File: src/rtl/sar_seq_pkg.sv
package sar_seq_pkg;
  typedef enum logic [1:0] {
    MODE_ONESHOT  = 2'b00,
    MODE_CONT_LSB = 2'b01,
    MODE_OFF      = 2'b10,
    MODE_CONT_MSB = 2'b11
  } mode_e;

  typedef enum logic [1:0] {
    ST_IDLE = 2'b00,
    ST_RUN  = 2'b01,
    ST_HALT = 2'b10
  } state_e;
endpackage

File: src/rtl/sar_seq_ctrl.sv
module sar_seq_ctrl
  import sar_seq_pkg::*;
#(
  parameter int RES_W = 12,
  parameter int LEAD  = 3,
  parameter int CH_W  = 2,
  localparam int FRAME = LEAD + 1 + RES_W,
  localparam int PH_W  = $clog2(FRAME),
  localparam int IDX_W = $clog2(RES_W),
  localparam int LAST_TRIAL = LEAD + RES_W - 1
) (
  input  logic             clk_i,
  input  logic             rst_ni,
  input  logic             cs_ni,
  input  logic [1:0]       mode_i,
  input  logic [CH_W-1:0]  chan_sel_i,
  output state_e           state_o,
  output mode_e            mode_q_o,
  output logic [CH_W-1:0]  chan_q_o,
  output logic             frame_start_o,
  output logic             trial_en_o,
  output logic [IDX_W-1:0] trial_idx_o,
  output logic             last_trial_o,
  output logic             open_o,
  output logic             frame_end_o
);
  state_e            state_q;
  mode_e             mode_q;
  logic [CH_W-1:0]   chan_q;
  logic [PH_W-1:0]   ph_q;
  logic [PH_W-1:0]   offs;
  logic              run;

  always_ff @(posedge clk_i or negedge rst_ni) begin
    if (!rst_ni) begin
      state_q <= ST_IDLE;
      mode_q  <= MODE_ONESHOT;
      chan_q  <= '0;
      ph_q    <= '0;
    end else if (cs_ni) begin
      state_q <= ST_IDLE;
      ph_q    <= '0;
    end else begin
      unique case (state_q)
        ST_IDLE: if (mode_e'(mode_i) != MODE_OFF) begin
          state_q <= ST_RUN;
          mode_q  <= mode_e'(mode_i);
          chan_q  <= chan_sel_i;
          ph_q    <= '0;
        end
        ST_RUN: begin
          if (ph_q == PH_W'(FRAME - 1)) begin
            ph_q <= '0;
            if (mode_q == MODE_ONESHOT) state_q <= ST_HALT;
            else chan_q <= chan_sel_i;   // re-sample for next frame
          end else begin
            ph_q <= ph_q + 1'b1;
          end
        end
        default: state_q <= ST_HALT;
      endcase
    end
  end

  assign run           = (state_q == ST_RUN);
  assign offs          = PH_W'(LAST_TRIAL) - ph_q;
  assign frame_start_o = run && (ph_q == '0);
  assign trial_en_o    = run && (ph_q >= PH_W'(LEAD)) && (ph_q <= PH_W'(LAST_TRIAL));
  assign trial_idx_o   = IDX_W'(offs);
  assign last_trial_o  = run && (ph_q == PH_W'(LAST_TRIAL));
  assign open_o        = run && (ph_q == PH_W'(LEAD));
  assign frame_end_o   = run && (ph_q == PH_W'(FRAME - 1));
  assign state_o       = state_q;
  assign mode_q_o      = mode_q;
  assign chan_q_o      = chan_q;
endmodule

File: src/rtl/sar_core.sv
module sar_core #(
  parameter int RES_W = 12,
  localparam int IDX_W = $clog2(RES_W)
) (
  input  logic             clk_i,
  input  logic             rst_ni,
  input  logic             idle_i,
  input  logic             frame_start_i,
  input  logic             trial_en_i,
  input  logic [IDX_W-1:0] trial_idx_i,
  input  logic             last_trial_i,
  input  logic             cmp_below_i,
  output logic [RES_W-1:0] dac_code_o,
  output logic [RES_W-1:0] result_o,
  output logic             result_ok_o,
  output logic             bit_val_o
);
  logic [RES_W-1:0] sar_q, mask, sar_nxt;

  assign mask       = trial_en_i ? ({{(RES_W-1){1'b0}}, 1'b1} << trial_idx_i) : '0;
  assign dac_code_o = sar_q | mask;
  assign bit_val_o  = !cmp_below_i;
  assign sar_nxt    = cmp_below_i ? sar_q : dac_code_o;

  always_ff @(posedge clk_i or negedge rst_ni) begin
    if (!rst_ni) begin
      sar_q       <= '0;
      result_o    <= '0;
      result_ok_o <= 1'b0;
    end else if (idle_i) begin
      sar_q       <= '0;
      result_ok_o <= 1'b0;
    end else if (frame_start_i) begin
      sar_q <= '0;
    end else if (trial_en_i) begin
      sar_q <= sar_nxt;
      if (last_trial_i) begin
        result_o    <= sar_nxt;
        result_ok_o <= 1'b1;
      end
    end
  end
endmodule

File: src/rtl/sar_out_shift.sv
module sar_out_shift
  import sar_seq_pkg::*;
#(
  parameter int RES_W = 12,
  localparam int IDX_W = $clog2(RES_W)
) (
  input  logic             clk_i,
  input  logic             rst_ni,
  input  logic             stop_i,
  input  mode_e            mode_i,
  input  logic             open_i,
  input  logic             frame_end_i,
  input  logic             trial_en_i,
  input  logic [IDX_W-1:0] trial_idx_i,
  input  logic             bit_val_i,
  input  logic [RES_W-1:0] result_i,
  input  logic             result_ok_i,
  output logic             dout_o,
  output logic             out_on_o
);
  logic [IDX_W-1:0] lsb_idx;
  assign lsb_idx = IDX_W'(RES_W - 1) - trial_idx_i;

  always_ff @(posedge clk_i or negedge rst_ni) begin
    if (!rst_ni) begin
      dout_o   <= 1'b0;
      out_on_o <= 1'b0;
    end else if (stop_i) begin
      dout_o   <= 1'b0;
      out_on_o <= 1'b0;
    end else begin
      if (trial_en_i)
        dout_o <= (mode_i == MODE_CONT_LSB) ? result_i[lsb_idx] : bit_val_i;
      else if (frame_end_i)
        dout_o <= 1'b0;
      if (open_i)
        out_on_o <= (mode_i != MODE_CONT_LSB) || result_ok_i;
      else if (frame_end_i)
        out_on_o <= (mode_i == MODE_ONESHOT);  // one-shot keeps driving low
    end
  end
endmodule

File: src/rtl/sar_adc_seq.sv
module sar_adc_seq
  import sar_seq_pkg::*;
#(
  parameter int RES_W = 12,
  parameter int LEAD  = 3,
  parameter int CH_W  = 2,
  localparam int IDX_W = $clog2(RES_W)
) (
  input  logic             clk_i,
  input  logic             rst_ni,
  input  logic             cs_ni,
  input  logic [CH_W-1:0]  chan_sel_i,
  input  logic [1:0]       mode_i,
  input  logic             cmp_below_i,
  output logic [CH_W-1:0]  chan_o,
  output logic [RES_W-1:0] dac_code_o,
  output logic             samp_o,
  output logic             samp_oe_o,
  output logic             dout_o,
  output logic             dout_oe_o
);
  state_e           state;
  mode_e            mode_q;
  logic             frame_start, trial_en, last_trial, open, frame_end;
  logic [IDX_W-1:0] trial_idx;
  logic [RES_W-1:0] result;
  logic             result_ok, bit_val, out_on, idle;

  sar_seq_ctrl #(.RES_W(RES_W), .LEAD(LEAD), .CH_W(CH_W)) u_ctrl (
    .clk_i, .rst_ni, .cs_ni, .mode_i, .chan_sel_i,
    .state_o(state), .mode_q_o(mode_q), .chan_q_o(chan_o),
    .frame_start_o(frame_start), .trial_en_o(trial_en), .trial_idx_o(trial_idx),
    .last_trial_o(last_trial), .open_o(open), .frame_end_o(frame_end)
  );

  assign idle = (state == ST_IDLE);

  sar_core #(.RES_W(RES_W)) u_sar (
    .clk_i, .rst_ni, .idle_i(idle), .frame_start_i(frame_start),
    .trial_en_i(trial_en), .trial_idx_i(trial_idx), .last_trial_i(last_trial),
    .cmp_below_i, .dac_code_o, .result_o(result), .result_ok_o(result_ok),
    .bit_val_o(bit_val)
  );

  sar_out_shift #(.RES_W(RES_W)) u_out (
    .clk_i, .rst_ni, .stop_i(cs_ni || idle), .mode_i(mode_q), .open_i(open),
    .frame_end_i(frame_end), .trial_en_i(trial_en), .trial_idx_i(trial_idx),
    .bit_val_i(bit_val), .result_i(result), .result_ok_i(result_ok),
    .dout_o, .out_on_o(out_on)
  );

  assign samp_o    = frame_start;
  assign samp_oe_o = !cs_ni && !idle;
  assign dout_oe_o = !cs_ni && out_on;
endmodule

File: config.mk
export PLATFORM = sky130hd
export DESIGN_NAME = sar_adc_seq
export DESIGN_NICKNAME = d
export VERILOG_FILES = /design/src/rtl/sar_seq_pkg.sv /design/src/rtl/sar_seq_ctrl.sv /design/src/rtl/sar_core.sv /design/src/rtl/sar_out_shift.sv /design/src/rtl/sar_adc_seq.sv
export SDC_FILE = /design/constraint.sdc
export NUM_CORES = 1
export LEC_CHECK = 0
export BUFFER_PORTS_ARGS = -buffer_cell sky130_fd_sc_hd__buf_2
export CAP_MARGIN = 0
export CORE_AREA = 2 2 68 70
export CTS_CLUSTER_SIZE = 12
export DETAILED_ROUTE_END_ITERATION = 12
export DIE_AREA = 0 0 70 72
export GPL_TIMING_DRIVEN = 0
export PLACE_DENSITY_LB_ADDON = 0.12
export SETUP_SLACK_MARGIN = 0.2
export SYNTH_ARGS = -nofsm -noshare
export SYNTH_HDL_FRONTEND = slang
export SYNTH_SLANG_ARGS = --single-unit
File: constraint.sdc
create_clock -name clk_i -period 2.2 [get_ports clk_i]
set_clock_uncertainty 0.1 [all_clocks]
set_input_delay 0.11 -clock clk_i [delete_from_list [all_inputs] [get_ports clk_i]]
set_output_delay 0.11 -clock clk_i [all_outputs]
set_load 0.03 [all_outputs]
==> flow_metrics.tcl <==
set metrics [dict create \
    leakage_nw 1.34 \
    area_growth_pct 34.4 \
    layout.cells.non_filler 337 \
    clock_sinks 37 \
    gr-max-usage-layer "met2" \
    grt_max_degree 38 \
    drc_errors 0 \
    maxCapViolCount 0 \
    critPathMaxFanout 8 \
    critPathMaxStageDelay_ns 0.42 \
    relSlewSlack_pct 43.4 \
    nets 297 \
    cts_made_buffers 5 \
    fin_tns_setup_ns 0 \
    clk_path_buf_depth 2 \
    crit_top_cell "buf_6" \
    power_mw 1.60 \
    max-vdd-ir-drop_mv 0.490 \
    start_kind "register" \
    worst-path-buf-inv 4 \
    worstSetupPathType "register to primary output" \
    status "completed" \
    grtUsageMet1_pct 35.2 \
    critical-path-top-delay-family "compound AO/OA/AOI/OAI gates" \
    diodes 0 \
    grt_util_met3_pct 3.33 \
    synth_edf_count 0 \
    ant_nets 0 \
    grt_pass1_wl_um 9350 \
    power_density_nw_per_um2 569 \
    avgSynthCellArea_um2 9.12 \
    worst_path_max_delay_cell "dfrtp_1" \
    nFillCells 359 \
    ys_types 45 \
    first_global_vias 1841 \
    cts_root_buffer "clkbuf_8" \
    dieArea_um2 5040 \
    met2_usage_pct 38.4 \
    ys_ff_latch 37 \
    final_layout_size_suffix_gt1_share_pct 31.9 \
    core_um2 4260 \
    start_util_pct 49.2 \
    setup_viol 0 \
    pre_cts_ws_ns -0.354 \
    dr.pass1.iters 4 \
    portBuffers 24 \
    finalHoldViolations 0 \
    min_period_over_period_pct 99.3 \
    routed_wirelength_um 5680 \
    cp_cell_sequence "buf_6, ha_4, clkbuf_16, inv_4, nand2_1, a21oi_2, o21a_1, a21o_1, buf_6" \
    tritoncts "yes" \
    routed_via_density 5.69 \
    syn_area_um2 2100 \
    vias 1917 \
    overflow 0 \
    synthArstFlopShare_pct 100 \
    die_h_um 72 \
    worstSetupEndpointType "primary output" \
    min_path_type "primary input to register" \
    synth-warning-count 0 \
    seq_area_frac_synth_pct 44.1 \
    rows 24 \
    io_pins 26 \
    postSynthCellCount 230 \
    layout_setup_ws_ns 0.0144 \
    worstSkewPairLatency_ns 0.29 \
    synth_ff_type "dfrtp_1" \
    worstPathRequired_ns 1.99 \
    antenna_found_initial 0 \
    worst_pin_slew_ns 0.849 \
    arrival_ns 1.98 \
    dp_cells 306 \
    grt.total_usage_pct 24.0 \
    fin_crit_ns 2.19 \
    drt-initial-drc-count 164 \
    hpwl_um 3650 \
    clkTransAtPathRegs_ns 0.08 \
    place_congestion 0.902 \
    htree_levels 2 \
    fp.dieW_um 70 \
    grt_setup_unrepaired "true" \
    wire_per_inst_um 16.9 \
    syn_nets 243 \
    drv_slew 0 \
    max_freq_mhz 458 \
]
## cells by family (layout without fill, tap and decap cells)
kind of cell | after synthesis | after routing | share of synthesized area [%]
AND/OR/NAND/NOR | 84 | 84 | 18.3
AO/OA/AOI/OAI | 75 | 75 | 22.8
flip-flops | 37 | 37 | 44.1
buffers and inverters | 18 | 73 | 4.29
multiplexers | 10 | 10 | 7.04
adder cells (fa/ha/maj) | 5 | 5 | 2.98
XOR/XNOR | 1 | 1 | 0.417
## cells in the final DEF (no fill, tap or decap), drive strengths merged, types with 2 or more instances in the layout
| master | n |
|---|---|
| mux2 | 2 |
| dlygate4sd3 | 4 |
| nor2 | 28 |
| o21ai | 23 |
| ha | 5 |
| nand2b | 2 |
| nand2 | 29 |
| clkbuf | 13 |
| inv | 6 |
| nor3 | 4 |
| mux4 | 3 |
| a21boi | 2 |
| mux2i | 5 |
| nand4 | 3 |
| dfrtp | 37 |
| or2 | 2 |
| a21o | 12 |
| o22ai | 2 |
| o21a | 2 |
| buf | 48 |
| o31ai | 4 |
| a21oi | 15 |
| and2 | 3 |
| nor2b | 7 |
| a31o | 2 |
| a31oi | 6 |
## report_power, final
group,total (mW),leakage (nW),switching (mW),internal (mW)
Combinational,0.265,0.839,0.168,0.0970
Sequential,0.723,0.441,0.0194,0.704
Clock,0.616,0.0574,0.247,0.369
## area by class of cell
cell class | instances | area, µm² | area share (%)
tap | 52 | 65.1 | 2.31
timing repair buffer | 47 | 367 | 13.0
inverter | 6 | 27.5 | 0.976
multi-input combinational | 175 | 1220 | 43.3
clock buffer | 6 | 82.6 | 2.93
sequential | 37 | 927 | 32.9
buffer | 12 | 91.3 | 3.24
clock inverter | 2 | 37.5 | 1.33
## worst reg2reg max path: stages, from the launching register on
cell	delay, ns
dfrtp_1	0.41
buf_6	0.14
buf_4	0.14
mux4_1	0.59
nor3_1	0.34
a2111oi_4	0.08
o211a_1	0.23
## routing by layer
layer | vias to the layer above | share of wire (%)
met5 | - | 0
met2 | 52 | 47
li1 | 926 | -
met4 | 0 | 1.0
met1 | 933 | 47
met3 | 6 | 4.3
## synth_stat cells (2+ instances only)
| cell | instances | area, µm² |
|---|---|---|
| o31ai_1 | 4 | 30.0 |
| buf_2 | 4 | 20.0 |
| mux2i_1 | 5 | 50.1 |
| nand2b_1 | 2 | 12.5 |
| a21boi_0 | 2 | 15.0 |
| inv_1 | 6 | 22.5 |
| o21a_1 | 2 | 15.0 |
| nor2_1 | 28 | 105 |
| o21ai_0 | 22 | 110 |
| a31oi_1 | 6 | 37.5 |
| a21o_1 | 11 | 82.6 |
| dfrtp_1 | 37 | 926 |
| nor2b_1 | 7 | 43.8 |
| mux2_2 | 2 | 22.5 |
| a21oi_1 | 15 | 75.1 |
| nand2_1 | 29 | 109 |
| o22ai_1 | 2 | 12.5 |
| a31o_2 | 2 | 17.5 |
| clkbuf_1 | 6 | 22.5 |
| nand4_1 | 3 | 18.8 |
| mux4_1 | 2 | 52.6 |
| or2_2 | 2 | 12.5 |
| nor3_1 | 4 | 20.0 |
| and2_1 | 2 | 12.5 |
| ha_1 | 5 | 62.6 |
## final timing paths
path / from / to / slack (ns) / cells past startpoint
setup / recovery: u_ctrl.ph_q[0]$_DFFE_PN0P_ / dac_code_o[11] / 0.01 / 9
hold / removal: mode_i[1] / u_ctrl.mode_q_o[1]$_DFFE_PN0P_ / 0.006 / 3
setup reg to reg: u_ctrl.ph_q[0]$_DFFE_PN0P_ / u_out.dout_o$_DFFE_PN0P_ / 0.05 / 6
hold reg to reg: u_sar.result_o[1]$_DFFE_PN0P_ / u_sar.result_o[1]$_DFFE_PN0P_ / 0.39 / 2
max in group asynchronous: rst_ni / u_ctrl.ph_q[1]$_DFFE_PN0P_ / 1.05 / 2
min in group asynchronous: rst_ni / u_sar.sar_q[2]$_DFFE_PN0P_ / 0.35 / 2
## through the flow
step                      hold slack, ns  area (µm²)  utilization [%]
final                            0.00606        2820             66.1
after global routing              0.0155        2820             66.1
after CTS                        0.00472        2740             64.3
after detailed placement           0.160        2300             53.8
after global placement             0.161        2300             53.8
after floorplan                   -0.286        2110                -
## registers in the layout (all words and copies together) (netlist names)
name	flops
u_ctrl.mode_q_o	2
u_ctrl.state_o	2
u_out.out_on_o	1
u_sar.sar_q	12
u_out.dout_o	1
u_ctrl.ph_q	4
u_ctrl.chan_q_o	2
u_sar.result_ok_o	1
u_sar.result_o	12
## repair_timing
action,4_1_cts,5_1_grt
pin swaps,12,10
gates resized for setup,49,14
hold endpoints to repair,40,0
hold buffers,4,0
setup buffers,16,3
setup endpoints to repair,39,37
gates cloned,0,0
(Power assumes the default switching activity.)
